**src/rtl/spimem_pkg.sv**
```systemverilog
package spimem_pkg;
   localparam logic [7:0] OP_WRSR  = 8'h01;
   localparam logic [7:0] OP_WRITE = 8'h02;
   localparam logic [7:0] OP_READ  = 8'h03;
   localparam logic [7:0] OP_WRDI  = 8'h04;
   localparam logic [7:0] OP_RDSR  = 8'h05;
   localparam logic [7:0] OP_WREN  = 8'h06;

   typedef enum logic [3:0] {
      S_IDLE,     // deselected
      S_OPC,      // shifting command
      S_AHI,      // address high byte
      S_ALO,      // address low byte
      S_RDAT,     // array read data out
      S_STAT,     // status data out
      S_WDAT,     // array write data in
      S_WSR,      // status write data in
      S_WSR_DONE, // status byte captured
      S_END,      // latch command awaiting deselect
      S_SKIP      // ignore rest of transfer
   } eng_state_e;
endpackage

```
**src/rtl/spimem_in_sync.sv**
```systemverilog
module spimem_in_sync #(
   parameter int W      = 2,
   parameter bit REG_IN = 1'b1
)(
   input  logic         clk,
   input  logic         rst_n,
   input  logic [W-1:0] d,
   output logic [W-1:0] cur,
   output logic [W-1:0] prev
);
   generate
      if (REG_IN) begin : g_reg
         always_ff @(posedge clk or negedge rst_n) begin
            if (!rst_n) cur <= '0;
            else        cur <= d;
         end
      end else begin : g_pass
         assign cur = d;
      end
   endgenerate

   always_ff @(posedge clk or negedge rst_n) begin
      if (!rst_n) prev <= '0;
      else        prev <= cur;
   end
endmodule

```
**src/rtl/spimem_page_buf.sv**
```systemverilog
module spimem_page_buf #(
   parameter int AW = 5,
   localparam int NB = 1 << AW
)(
   input  logic          clk,
   input  logic          rst_n,
   input  logic          clr,
   input  logic          we,
   input  logic [AW-1:0] col,
   input  logic [7:0]    wdata,
   output logic [NB*8-1:0] data_o,
   output logic [NB-1:0]   mask_o
);
   generate
      for (genvar i = 0; i < NB; i++) begin : g_col
         localparam logic [AW-1:0] IDX = AW'(i);
         always_ff @(posedge clk or negedge rst_n) begin
            if (!rst_n) begin
               data_o[i*8 +: 8] <= '0;
               mask_o[i]        <= 1'b0;
            end else if (clr) begin
               mask_o[i] <= 1'b0;
            end else if (we && col == IDX) begin
               data_o[i*8 +: 8] <= wdata;
               mask_o[i]        <= 1'b1;
            end
         end
      end
   endgenerate

   // a written column is marked valid in the following cycle
   a_r6_mask_set: assert property (@(posedge clk) disable iff (!rst_n)
      (we && !clr) |=> mask_o[$past(col)]);
endmodule

```
**src/rtl/spimem_cmd_engine.sv**
```systemverilog
module spimem_cmd_engine
   import spimem_pkg::*;
#(
   parameter int ADDR_W  = 13,
   parameter int PAGE_AW = 5,
   parameter bit REG_IN  = 1'b1,
   localparam int PAGE_BYTES = 1 << PAGE_AW,
   localparam int PAGE_DW    = PAGE_BYTES * 8,
   localparam int PG_W       = ADDR_W - PAGE_AW
)(
   input  logic               clk,
   input  logic               rst_n,
   input  logic               cs_n,
   input  logic               sck,
   input  logic               si,
   input  logic               hold_n,
   output logic               so,
   output logic               so_oe,
   input  logic               busy,
   input  logic               wel,
   input  logic [7:0]         status_in,
   output logic               wel_set,
   output logic               wel_clr,
   output logic               sr_wr,
   output logic [7:0]         sr_data,
   output logic               mem_rd_en,
   output logic [ADDR_W-1:0]  mem_addr,
   input  logic [7:0]         mem_rdata,
   output logic               commit_req,
   output logic [PG_W-1:0]    commit_page,
   output logic [PAGE_BYTES-1:0] commit_mask,
   output logic [PAGE_DW-1:0] commit_data
);
   localparam int HI_W = ADDR_W - 8;

   initial begin
      assert (ADDR_W >= 9 && ADDR_W <= 16) else $error("ADDR_W must be 9..16");
      assert (PAGE_AW >= 1 && PAGE_AW < ADDR_W) else $error("PAGE_AW out of range");
   end

   // ---------------- input sampling ----------------
   logic [1:0] cs_sck_cur, cs_sck_prev;
   logic       si_q;

   spimem_in_sync #(.W(2), .REG_IN(REG_IN)) u_sync (
      .clk  (clk),
      .rst_n(rst_n),
      .d    ({cs_n, sck}),
      .cur  (cs_sck_cur),
      .prev (cs_sck_prev)
   );

   generate
      if (REG_IN) begin : g_si_reg
         always_ff @(posedge clk or negedge rst_n) begin
            if (!rst_n) si_q <= 1'b0;
            else        si_q <= si;
         end
      end else begin : g_si_pass
         assign si_q = si;
      end
   endgenerate

   logic armed_q;
   logic cs_q, cs_fall, cs_rise, sck_en, sck_rise, sck_fall;
   assign cs_q     = cs_sck_cur[1];
   assign cs_fall  = !cs_q && cs_sck_prev[1];
   assign cs_rise  = cs_q && !cs_sck_prev[1];
   assign sck_en   = !cs_q && hold_n && armed_q;
   assign sck_rise = sck_en && cs_sck_cur[0] && !cs_sck_prev[0];
   assign sck_fall = sck_en && !cs_sck_cur[0] && cs_sck_prev[0];

   // ---------------- engine state ----------------
   eng_state_e        st_q;
   logic [2:0]        bcnt_q, obit_q;
   logic [6:0]        sreg_q;
   logic [7:0]        op_q, out_byte_q;
   logic [HI_W-1:0]   ahi_q;
   logic [ADDR_W-1:0] ptr_q;
   logic [PAGE_AW-1:0] col_q;
   logic [1:0]        rd_pipe_q;
   logic              so_q, got_byte_q;

   logic [7:0] byte_in;
   logic       byte_done, lat_clr, lat_we;
   assign byte_in   = {sreg_q, si_q};
   assign byte_done = sck_rise && (bcnt_q == 3'd7);
   assign lat_clr   = byte_done && (st_q == S_ALO) && (op_q == OP_WRITE);
   assign lat_we    = byte_done && (st_q == S_WDAT);

   always_ff @(posedge clk or negedge rst_n) begin
      if (!rst_n) begin
         st_q <= S_IDLE;   armed_q <= 1'b0;  bcnt_q <= '0;   obit_q <= '0;
         sreg_q <= '0;     op_q <= '0;       out_byte_q <= '0;
         ahi_q <= '0;      ptr_q <= '0;      col_q <= '0;    rd_pipe_q <= '0;
         so_q <= 1'b0;     got_byte_q <= 1'b0;
         wel_set <= 1'b0;  wel_clr <= 1'b0;  sr_wr <= 1'b0;  sr_data <= '0;
         mem_rd_en <= 1'b0; mem_addr <= '0;  commit_req <= 1'b0;
      end else begin
         wel_set <= 1'b0; wel_clr <= 1'b0; sr_wr <= 1'b0;
         commit_req <= 1'b0; mem_rd_en <= 1'b0;
         rd_pipe_q <= {rd_pipe_q[0], 1'b0};
         if (rd_pipe_q[1]) out_byte_q <= mem_rdata;

         if (cs_fall) begin
            armed_q <= 1'b1;
            st_q    <= S_OPC;
            bcnt_q  <= '0;
            obit_q  <= '0;
            sreg_q  <= '0;
         end else if (cs_rise) begin
            if (bcnt_q == 3'd0) begin
               case (st_q)
                  S_END:      if (op_q == OP_WREN) wel_set <= 1'b1;
                              else                 wel_clr <= 1'b1;
                  S_WDAT:     commit_req <= got_byte_q;
                  S_WSR_DONE: sr_wr <= 1'b1;
                  default: ;
               endcase
            end
            st_q <= S_IDLE;
         end else if (sck_rise) begin
            bcnt_q <= bcnt_q + 3'd1;
            sreg_q <= byte_in[6:0];
            if (bcnt_q == 3'd7) begin
               case (st_q)
                  S_OPC: begin
                     op_q <= byte_in;
                     case (byte_in)
                        OP_READ:  st_q <= busy ? S_SKIP : S_AHI;
                        OP_WRITE: st_q <= (busy || !wel) ? S_SKIP : S_AHI;
                        OP_WRSR:  st_q <= (busy || !wel) ? S_SKIP : S_WSR;
                        OP_WREN, OP_WRDI: st_q <= S_END;
                        OP_RDSR: begin
                           st_q       <= S_STAT;
                           out_byte_q <= status_in;
                           obit_q     <= '0;
                        end
                        default:  st_q <= S_SKIP;
                     endcase
                  end
                  S_AHI: begin
                     ahi_q <= byte_in[HI_W-1:0];
                     st_q  <= S_ALO;
                  end
                  S_ALO: begin
                     ptr_q <= {ahi_q, byte_in};
                     if (op_q == OP_READ) begin
                        mem_rd_en <= 1'b1;
                        mem_addr  <= {ahi_q, byte_in};
                        rd_pipe_q <= 2'b01;
                        obit_q    <= '0;
                        st_q      <= S_RDAT;
                     end else begin
                        col_q      <= byte_in[PAGE_AW-1:0];
                        got_byte_q <= 1'b0;
                        st_q       <= S_WDAT;
                     end
                  end
                  S_WDAT: begin
                     col_q      <= col_q + 1'b1;
                     got_byte_q <= 1'b1;
                  end
                  S_WSR: begin
                     sr_data <= byte_in;
                     st_q    <= S_WSR_DONE;
                  end
                  S_END:   st_q <= S_SKIP;
                  default: ;
               endcase
            end
         end else if (sck_fall && (st_q == S_RDAT || st_q == S_STAT)) begin
            so_q   <= out_byte_q[3'd7 - obit_q];
            obit_q <= obit_q + 3'd1;
            if (obit_q == 3'd7) begin
               if (st_q == S_RDAT) begin
                  ptr_q     <= ptr_q + 1'b1;
                  mem_rd_en <= 1'b1;
                  mem_addr  <= ptr_q + 1'b1;
                  rd_pipe_q <= 2'b01;
               end else begin
                  out_byte_q <= status_in;
               end
            end
         end
      end
   end

   assign so          = so_q;
   assign so_oe       = !cs_q && hold_n && (st_q == S_RDAT || st_q == S_STAT);
   assign commit_page = ptr_q[ADDR_W-1:PAGE_AW];

   spimem_page_buf #(.AW(PAGE_AW)) u_page (
      .clk   (clk),
      .rst_n (rst_n),
      .clr   (lat_clr),
      .we    (lat_we),
      .col   (col_q),
      .wdata (byte_in),
      .data_o(commit_data),
      .mask_o(commit_mask)
   );

   // ---------------- assertions ----------------
   // output never enabled while deselected
   a_r1_hiz_deselected: assert property (@(posedge clk) disable iff (!rst_n)
      (cs_n && $past(cs_n)) |-> !so_oe);
   // nothing happens before the first chip-select fall
   a_r1_unarmed_quiet: assert property (@(posedge clk) disable iff (!rst_n)
      !armed_q |-> !(wel_set || wel_clr || sr_wr || commit_req || mem_rd_en));
   // at most one side-effect pulse per cycle
   a_r5_pulse_excl: assert property (@(posedge clk) disable iff (!rst_n)
      $onehot0({wel_set, wel_clr, sr_wr, commit_req}));
   // commit is a single-cycle pulse with data behind it
   a_r7_commit_once: assert property (@(posedge clk) disable iff (!rst_n)
      commit_req |=> !commit_req);
   a_r7_commit_mask: assert property (@(posedge clk) disable iff (!rst_n)
      commit_req |-> (commit_mask != '0));
endmodule

```
**config.mk**
```make
export PLATFORM = sky130hd
export DESIGN_NAME = spimem_cmd_engine
export DESIGN_NICKNAME = d
export VERILOG_FILES = /design/src/rtl/spimem_pkg.sv /design/src/rtl/spimem_in_sync.sv /design/src/rtl/spimem_page_buf.sv /design/src/rtl/spimem_cmd_engine.sv
export SDC_FILE = /design/constraint.sdc
export NUM_CORES = 1
export LEC_CHECK = 0
export ABC_AREA = 1
export BUFFER_PORTS_ARGS = -buffer_cell sky130_fd_sc_hd__buf_2
export CORE_MARGIN = 5
export CORE_UTILIZATION = 49
export DETAILED_ROUTE_END_ITERATION = 6
export GPL_TIMING_DRIVEN = 0
export PLACE_DENSITY = 0.88
export SYNTH_ARGS = -nofsm -noshare
export SYNTH_HDL_FRONTEND = slang
export SYNTH_SLANG_ARGS = --single-unit
```
**constraint.sdc**
```tcl
create_clock -name clk -period 2.1 [get_ports clk]
set_input_delay 0.63 -clock clk [delete_from_list [all_inputs] [get_ports clk]]
set_output_delay 0.63 -clock clk [all_outputs]
set_load 0.02 [all_outputs]
```
# --- Word-level counts from Yosys, hierarchy flattened ---
# Cells that the tools add are included.
word_totals:
  out_inout_bits: 324
  wordCells: 446
  in_bits: 24
  ff_bits: 380
op_classes:
  n_addsub: 5
  n_lt_le_gt_ge: 1
  n_mux: 150
  eq_ne: 60
  reduce_logical: 139
  bitwise: 4
op_table:
  columns: ["operator", "n"]
  rows:
  - ["13-bit two-way mux", 10]
  - ["1-bit two-way mux", 93]
  - ["5-bit equality test, second input constant", 16]
  - ["8-bit two-way mux", 10]
  - ["2-bit nonzero test", 37]
  - ["2-bit AND reduction", 33]
  - ["1-bit logical AND", 46]
  - ["5-bit by 4-bit equality test with 1-bit output, second input constant", 8]
  - ["4-bit one-hot mux with 5 select lines", 2]
  - ["8-bit by 2-bit equality test with 1-bit output, second input constant", 4]
  - ["8-bit by 3-bit equality test with 1-bit output, second input constant", 4]
  - ["3-bit two-way mux", 10]
  - ["4-bit two-way mux", 7]
  - ["7-bit two-way mux", 3]
  - ["5-bit by 3-bit equality test with 1-bit output, second input constant", 4]
  - ["2-bit two-way mux", 10]
  - ["4-bit by 3-bit equality test with 1-bit output, second input constant", 4]
  - ["5-bit AND reduction", 3]
  - ["13-bit by 1-bit adder with 13-bit output, second input constant", 1]
  - ["6-bit AND reduction", 2]
  - ["5-bit by 2-bit equality test with 1-bit output, second input constant", 2]
  - ["5-bit one-hot mux with 2 select lines", 1]
  - ["3-bit nonzero test", 3]
  - ["4-bit by 2-bit equality test with 1-bit output, second input constant", 2]
  - ["30 further kinds", 44]

# --- Longest topological paths before layout ---
# Gate-level depths: netlist (run 1).
depth:
  word_depth: 10
  mapped_depth: 12
  mapped_depth_nobuf: 11

# --- Cells and area by module ---
# From an unflattened synthesis (run 1), not the netlist that was laid out.
unflattened:
  hier_cells: 1887
  area_unflattened_um2: 16180.5
modules_own_cells:
  columns: ["module", "area_per_inst_um2", "seq_area_each_um2", "instances", "cells_each"]
  rows:
  - ["spimem_page_buf", 11372.2, 7206.9, 1, 1266]
  - ["spimem_cmd_engine", 4708.3, 2177.1, 1, 617]
  - ["spimem_in_sync", 100.1, 100.1, 1, 4]

# --- Worst setup path after synthesis (run 1) ---
# OpenSTA, ideal clock, no wires.
synth_timing:
  path_type: "flip-flop to flip-flop"
  from: "reg bcnt_q[0]"
  to: "reg u_page.mask_o[17]"
  stages_incl_launch_ff: 9
  period_less_slack_ns: 2.008
  setup_ns: 0.121
  t_required_ns: 1.979
  n_path_buf: 2
  slack_ns: 0.092
  t_arrival_ns: 1.887
  cell_sequence: "dfrtp_1 -> ha_1 -> ha_1 -> inv_2 -> nor3_4 -> nand4_4 -> buf_8 -> buf_6 -> a22o_2"
synth_via:
  elab_chain_len: 5
  word_cells_on_any_way: 8
  cone_classes: "1 x eq/ne; 1 x mux; 6 x reduce/logical"
synth_lines:
  columns: ["item", "line", "rtl"]
  rows:
  - ["from (decl)", "spimem_cmd_engine.sv:75", "logic [2:0] bcnt_q, obit_q;"]
  - ["from (signal assigned)", "spimem_cmd_engine.sv:123", "bcnt_q <= bcnt_q + 3'd1;"]
  - ["3-bit equality test *", "spimem_cmd_engine.sv:87", "assign byte_done = sck_rise && (bcnt_q == 3'd7);"]
  - ["1-bit logical AND *", "spimem_cmd_engine.sv:87", null]
  - ["1-bit logical AND (on tied branches)", "spimem_cmd_engine.sv:88, spimem_cmd_engine.sv:89", null]
  - ["1-bit logical AND (on tied branches)", "spimem_cmd_engine.sv:88, spimem_page_buf.sv:23", null]
  - ["1-bit two-way mux or 2-bit nonzero test (tied branches)", null, null]
  - ["to (signal, indexed assignment)", "spimem_page_buf.sv:20", "mask_o[i] <= 1'b0;"]
  - ["to (signal, indexed assignment)", "spimem_page_buf.sv:22", "mask_o[i] <= 1'b0;"]
  - ["to (signal, indexed assignment)", "spimem_page_buf.sv:25", "mask_o[i] <= 1'b1;"]
  - ["to (decl)", "spimem_page_buf.sv:12", "output logic [NB-1:0] mask_o"]
# Every way passes the cells marked *; elsewhere a longest branch is shown, timed or not.
# A chain may end at the register's enable or synchronous reset.

# --- Worst setup path after layout (run 1) ---
layout_timing:
  from: "reg bcnt_q[0]"
  to: "reg u_page.data_o[76]"
layout_via:
  elab_chain_len: 6
  word_cells_on_any_way: 8
  cone_classes: "1 x eq/ne; 1 x bitwise; 6 x reduce/logical"
layout_lines:
  columns: ["item", "line", "rtl"]
  rows:
  - ["3-bit equality test *", "spimem_cmd_engine.sv:87", null]
  - ["1-bit logical AND *", "spimem_cmd_engine.sv:87", null]
  - ["1-bit logical AND (2 in series)", "spimem_cmd_engine.sv:88", "assign lat_clr = byte_done && (st_q == S_ALO) && (op_q == OP_WRITE);"]
  - ["1-bit NOT (no line)", null, null]
  - ["2-bit AND reduction (no line) *", null, null]
  - ["to (signal, indexed assignment)", "spimem_page_buf.sv:24", "data_o[i*8 +: 8] <= wdata;"]
  - ["to (decl)", "spimem_page_buf.sv:11", "output logic [NB*8-1:0] data_o,"]
# Marks and branches as above.

==> results of run 1 <==
==> state kept, by name (all words and copies together), names as in the netlist, 7 cells and up <==
signal         flops
u_page.mask_o     32
ptr_q             13
sreg_q             7
mem_addr          13
sr_data            8
out_byte_q         8
op_q               8
u_page.data_o    256
==> power by group through the flow <==
| stage | combinational [mW] | clock, mW | sequential [mW] |
|---|---|---|---|
| finish | 1.16 | 7.25 | 7.57 |
| global route | 1.33 | 7.66 | 7.58 |
| CTS | 1.15 | 7.31 | 7.57 |
| detailed placement | 1.07 | 0 | 7.69 |
| global placement | 1.01 | 0 | 7.69 |
| floorplan | 0.652 | 0 | 7.68 |
==> logic make-up (layout without fill, tap and decap cells) <==
kind of cell,after synthesis,count (layout)
xor+xnor,4,4
simple gates,675,679
fa+ha+maj,14,14
buf+inv,180,647
mux,4,4
compound gates,358,358
flops,379,379
==> routing by layer <==
metal	GRT usage	vias to the layer above	part of all wire
met5	0	-	0
met3	0.04833	154	0.077
li1	-	6190	-
met1	0.3341	6739	0.39
met2	0.4432	693	0.50
met4	0.1050	0	0.042
==> layout by cell type, fill, tap and decap left out, types with 11 or more instances in the layout <==
cell	n
buf_6	32
nand3_1	38
nand3_4	30
o21ai_2	40
o21ai_0	192
clkbuf_16	45
nand2_1	475
clkbuf_1	30
nand4_1	13
o21ai_1	92
buf_2	352
buf_12	14
ha_1	12
nand2_2	18
nor2_1	64
nand2_4	11
dfrtp_1	378
inv_1	74
buf_4	43
==> worst min path at each step <==
stage                  startpoint                to  slack (ns)  depth (start not counted)
floorplan                   rst_n          ahi_q[0]        0.33                          0
global placement    u_sync.cur[1]    u_sync.prev[1]        0.41                          0
detailed placement  u_sync.cur[1]    u_sync.prev[1]        0.41                          0
CTS                         rst_n  u_page.mask_o[6]       0.002                          1
global route                rst_n          col_q[2]        0.03                          1
finish                      rst_n        sr_data[3]        0.02                          1
==> area by class of cell <==
cell class | count | area [sq um]
buffer | 83 | 757.0
fill | 2483 | 11820
multi-input combinational | 1059 | 5623
clock inverter | 17 | 211.5
sequential | 379 | 9485
inverter | 86 | 330.3
timing repair buffer | 406 | 2464
tap | 442 | 553.0
clock buffer | 55 | 1129
==> what timing repair did <==
item                       4_1_cts  5_1_grt
pin swaps                       10       12
gates cloned                     2       11
gates resized for setup         25      130
setup endpoints to repair      319      271
setup buffers                   19       29
==> through the flow <==
step | area (sq um) | TNS [ns] | util | cells | hold WS, ns
2_1_floorplan | 15950 | 0 | - | 1614 | 0.3344
3_3_place_gp | 18240 | -2502.59 | 0.5633 | 2403 | 0.4114
3_5_place_dp | 18330 | -43.71 | 0.5662 | 2406 | 0.4147
4_1_cts | 19960 | -0.03506 | 0.6167 | 2497 | 0.001706
5_1_grt | 20550 | -1.721 | 0.6349 | 2527 | 0.02997
6_report | 20550 | -0.03947 | 0.6349 | 2527 | 0.01952
==> flow_summary.ini, run 1 <==
[status]
violations = negative setup slack
status = finished with violations

[placement]
hpwlAfterDp_mm = 34.01
numPortBuffers = 347
globalplace.congestion = 0.9365
preCtsSetupSlack_ns = -0.3149

[clocking]
cts_tree = built
cts_made_buffers = 40
clock_latency_ns = 0.54
h-tree-depth = 2
clock_sinks = 379
cts.hold.buffers_added = 0
cts_root_buf = clkbuf_16
clk_path_buf_depth = 3
clk_pin_slew_worst_paths_ns = 0.06

[flow_run]
cap_viol_max_count = 0

[pwr]
clkPwrFrac = 0.454
finalPower_mw = 15.99
internal_power_mw = 12.08
ir_drop_v = 0.0006461
p_leak_nw = 10.65
p_sw_frac = 0.2441
p_switching_mw = 3.902
powerDensity_nw_per_um2 = 777.9
pwr-share-seq = 0.473
combPwrFrac = 0.073

[synthesis]
syn_area_per_cell_sq_um = 9.879
synthSimpleGateAreaFrac = 0.1981
yosys-top-cells-area = dfrtp_1 59%, nand2_1 12%, o21ai_0 7.3%
synth_mux_area_frac = 0.002825
yosys_warnings = 0
ys_seq_elements = 379
syn_inst = 1614
syn_area_sq_um = 15950
yosys.area.top_type = dfrtp_1
synth.distinct_cells = 47
synthAdderAreaFrac = 0.01099
synth_top_family_by_area = simple AND/OR/NAND/NOR gates
yosysSeqAreaShare = 0.5948
synth.top_cells.by_count = 493 x nand2_1, 379 x dfrtp_1, 233 x o21ai_0
synthXorXnorAreaFrac = 0.002197
synth_edf_count = 0
synth_top_area_share = 0.5948
post-synth-top-count-cell = nand2_1
synth_compound_area_frac = 0.1243
async_flop_share = 1.000
synth_nets = 1652
synth_ff_type = dfrtp_1

[routing]
firstDrtPassIters = 6
drc = 0
vias = 13780
vias_per_cell = 5.452
ant_nets = 0
drt-wirelength-per-cell_um = 20.04
wl_mm = 50.64
drt_iter0_drc = 981

[sta]
setup_ws_ns = -0.02096
finalClockSkew_ns = 0.02610
finalHoldViolations = 0
period_needed_ns = 2.121
setup_viol_count_final = 3
slew_viol_final = 0
tightest_slew_ns = 0.9311
finalCritPeriodShare = 1.010
fmax_mhz = 471.5
relSlewSlack = 0.3793
rsz0062_at_grt = true

[floorplanning]
core_area_sq_um = 32370
rows = 66
initial_core_util = 0.4926
fp.dieArea_sq_um = 36250
die_w_um = 190.4
die_h_um = 190.4
io_pins = 348

[setup_path]
crit_required_ns = 2.47
critical_path_depth = 11
crit_path_end = u_page.data_o[76]
crit_buf_inv = 3
cp_slowest_stage_delay_ns = 0.36
reg2reg_depth = 11
regToRegEndpoint = u_page.data_o[76]
critPathCaptureType = flop
worstSetupPathType = reg2reg
rrSetupSlack_ns = -0.02
crit_start = bcnt_q[0]
critPathSlowestCell = dfrtp_1
start_kind = flop
r2r-start = bcnt_q[0]
critical_path.cell_chain = ha_2 -> ha_4 -> inv_6 -> nor3_4 -> nand2_4 -> nor2_4 -> buf_6 -> nand3_4 -> buf_4 -> nand2_1 -> o21ai_0
cp_top_family = simple AND/OR/NAND/NOR gates
arrival_ns = 2.50
crit_path_max_fanout = 7

[grt]
grt_overflow = 0
antenna_found_initial = 0
grt.total_usage = 0.2614
grt_first_pass_wirelength_mm = 75.07
grt_pass1_vias = 13440
grt_start_max_net_pins = 128

[cells_and_area]
n_antenna_cell = 0
layout-drive-gt1-share = 0.3204
nNetsFinal = 2093
area_growth_pct = 28.89

[hold_path]
min_path_type = in2async
Power figures use the tool's default switching activity.
==> run 2, diff against run 1 <==
CORE_UTILIZATION = 54   (was 49)
PLACE_DENSITY = 0.91   (was 0.88)
clock period = 2.2 ns   (was 2.1 ns; I/O delays follow)
==> run 2 against run 1 <==
Compared with the run above: the run still ends with negative setup slack left; sequential share of layout area grew 0.89 points; wire length shrank 3.1%; clock skew shrank 0.0076 ns; register-to-register slack is essentially flat; via count grew 0.24%; critical endpoint is now so_oe; largest power group unchanged.
==> flow_summary.ini, run 2 (synthesized netlist as in run 1, its figures left out) <==
[cells_and_area]
fin_util = 0.6858
nNetsFinal = 2076
final_common_cell = nand2_1
largest_reg_flops = 256
mostFrequentLayoutCells = 491 x nand2_1, 378 x dfrtp_1, 353 x buf_2, 212 x o21ai_0, 77 x o21ai_1
n_fill_cell = 2119
multi_input_area_sq_um = 5492
seq_area_sq_um = 9485
largest-register = u_page.data_o
layout-drive-gt1-share = 0.3011
reg.largest.list = u_page.data_o (256), u_page.mask_o (32)
area_growth_pct = 26.45
n_antenna_cell = 0

[placement]
globalplace.congestion = 0.9504
preCtsSetupSlack_ns = -0.2997
numPortBuffers = 347
hpwlAfterDp_mm = 33.60

[sta]
relSlewSlack = 0.4527
setup_viol_count_final = 2
finalHoldViolations = 0
period_needed_ns = 2.258
finalClockSkew_ns = 0.01848
tightest_slew_ns = 0.8209
slew_viol_final = 0
fmax_mhz = 442.9
setup_ws_ns = -0.05786
timing.hold.ws_ns = 0.07883
finalCritPeriodShare = 1.026
rsz0062_at_grt = true

[setup_path]
rrSetupSlack_ns = -0.03
critPathCaptureType = output port
worstSetupPathType = reg2out
crit_required_ns = 1.54
crit_path_max_fanout = 4
critical_path.cell_chain = inv_2 -> nand2_4 -> nor2_4 -> inv_2 -> nor2_4 -> buf_6
r2r-start = bcnt_q[1]
cp_slowest_stage_delay_ns = 0.41
start_kind = flop
critPathSlowestCell = dfrtp_1
reg2reg_depth = 11
regToRegEndpoint = u_page.data_o[215]
arrival_ns = 1.60

[clocking]
clk_path_buf_depth = 3
clock_latency_ns = 0.52
cts_root_buf = clkbuf_16
cts_made_buffers = 39
cts_tree = built
clock_sinks = 379
cts.hold.buffers_added = 0
clk_pin_slew_worst_paths_ns = 0.06
h-tree-depth = 2

[grt]
grt_use_met3 = 0.04487
grt.total_usage = 0.2813
antenna_found_initial = 0
met2_usage = 0.4795
grt_start_max_net_pins = 121
grt_pass1_vias = 13420
grt_overflow = 0
grt_first_pass_wirelength_mm = 74.40
met1_usage = 0.3592
top_usage_layer = met2

[pwr]
p_sw_frac = 0.2395
p_leak_nw = 10.52
ir_drop_v = 0.0006443
combPwrFrac = 0.076
powerDensity_nw_per_um2 = 739.5
p_switching_mw = 3.571
pwr-share-seq = 0.485
clkPwrFrac = 0.439
internal_power_mw = 11.34

[floorplanning]
die_w_um = 181.8
initial_core_util = 0.5423
core_area_sq_um = 29400
rows = 63
die_h_um = 181.8
io_pins = 348
fp.dieArea_sq_um = 33070

[routing]
vias = 13810
ant_nets = 0
drt-wirelength-per-cell_um = 19.99
drt_iter0_drc = 1545
vias_per_cell = 5.623
wl_mm = 49.09
drc = 0
firstDrtPassIters = 6

[hold_path]
min_path_type = in2async

[status]
status = finished with violations
violations = negative setup slack

[flow_run]
cap_viol_max_count = 0
==> run 2: changes by cell type in the layout (fill, tap and decap cells not counted), moves of 4 or more <==
cell     before  now
o21ai_0     192  212
nor2_2        5    1
o21ai_2      40   35
nand2_1     475  491
buf_6        32   25
nand3_2       6    1
nand2_2      18    9
nor2_1       64   68
buf_4        43   35
o21ai_1      92   77
nand2_4      11    4
==> run 2: cell type report <==
type	count	area share
Clock inverter	15	0.007881
Sequential cell	379	0.4704
Inverter	86	0.01669
Buffer	83	0.03810
Clock buffer	54	0.05517
Multi-Input combinational cell	1056	0.2724
Timing Repair Buffer	393	0.1152
Tap cell	390	0.02420
==> run 2: layer usage <==
| metal | vias to the layer above | routed length, um |
|---|---|---|
| met1 | 6700 | 18300 |
| met5 | - | 0 |
| li1 | 6145 | - |
| met2 | 807 | 24570 |
| met3 | 157 | 3962 |
| met4 | 0 | 2256 |
==> run 2: what timing repair did <==
action / in CTS / in global routing
buffers inserted: 7 / 26
pin swaps: 3 / 14
gates resized for setup: 14 / 79
setup endpoints to repair: 280 / 257
cloned: 0 / 11
==> run 2: through the flow <==
step	std cells	TNS, ns	total power, mW	instance area [sq um]
2_1_floorplan	1614	0	7.949	15950
6_report	2456	-0.08651	14.91	20160
3_5_place_dp	2354	-25.52	8.352	18260
4_1_cts	2425	0	14.90	19640
5_1_grt	2456	-0.8986	15.43	20160
3_3_place_gp	2351	-2433.33	8.283	18170
==> run 2: worst max path at each step <==
stage	slack, ns	end	start
floorplan	0.19	u_page.mask_o[17]	bcnt_q[0]
global placement	-6.42	u_page.data_o[77]	rst_n
detailed placement	-0.30	u_page.data_o[82]	hold_n
CTS	0.004	u_page.data_o[75]	bcnt_q[0]
global route	-0.13	so_oe	st_q[3]
finish	-0.06	so_oe	st_q[3]
==> run 2: power by group through the flow <==
stage	combinational [mW]	clock, mW	sequential (mW)
6_report	1.14	6.54	7.23
2_1_floorplan	0.622	0	7.33
3_5_place_dp	1.02	0	7.34
4_1_cts	1.06	6.62	7.22
3_3_place_gp	0.948	0	7.33
5_1_grt	1.27	6.92	7.24
==> run 2: critical path, delay by kind of cell (launching register included) <==
kind | cells | cell delay [ns]
buf+inv | 3 | 0.31
flops | 1 | 0.41
simple gates | 3 | 0.36
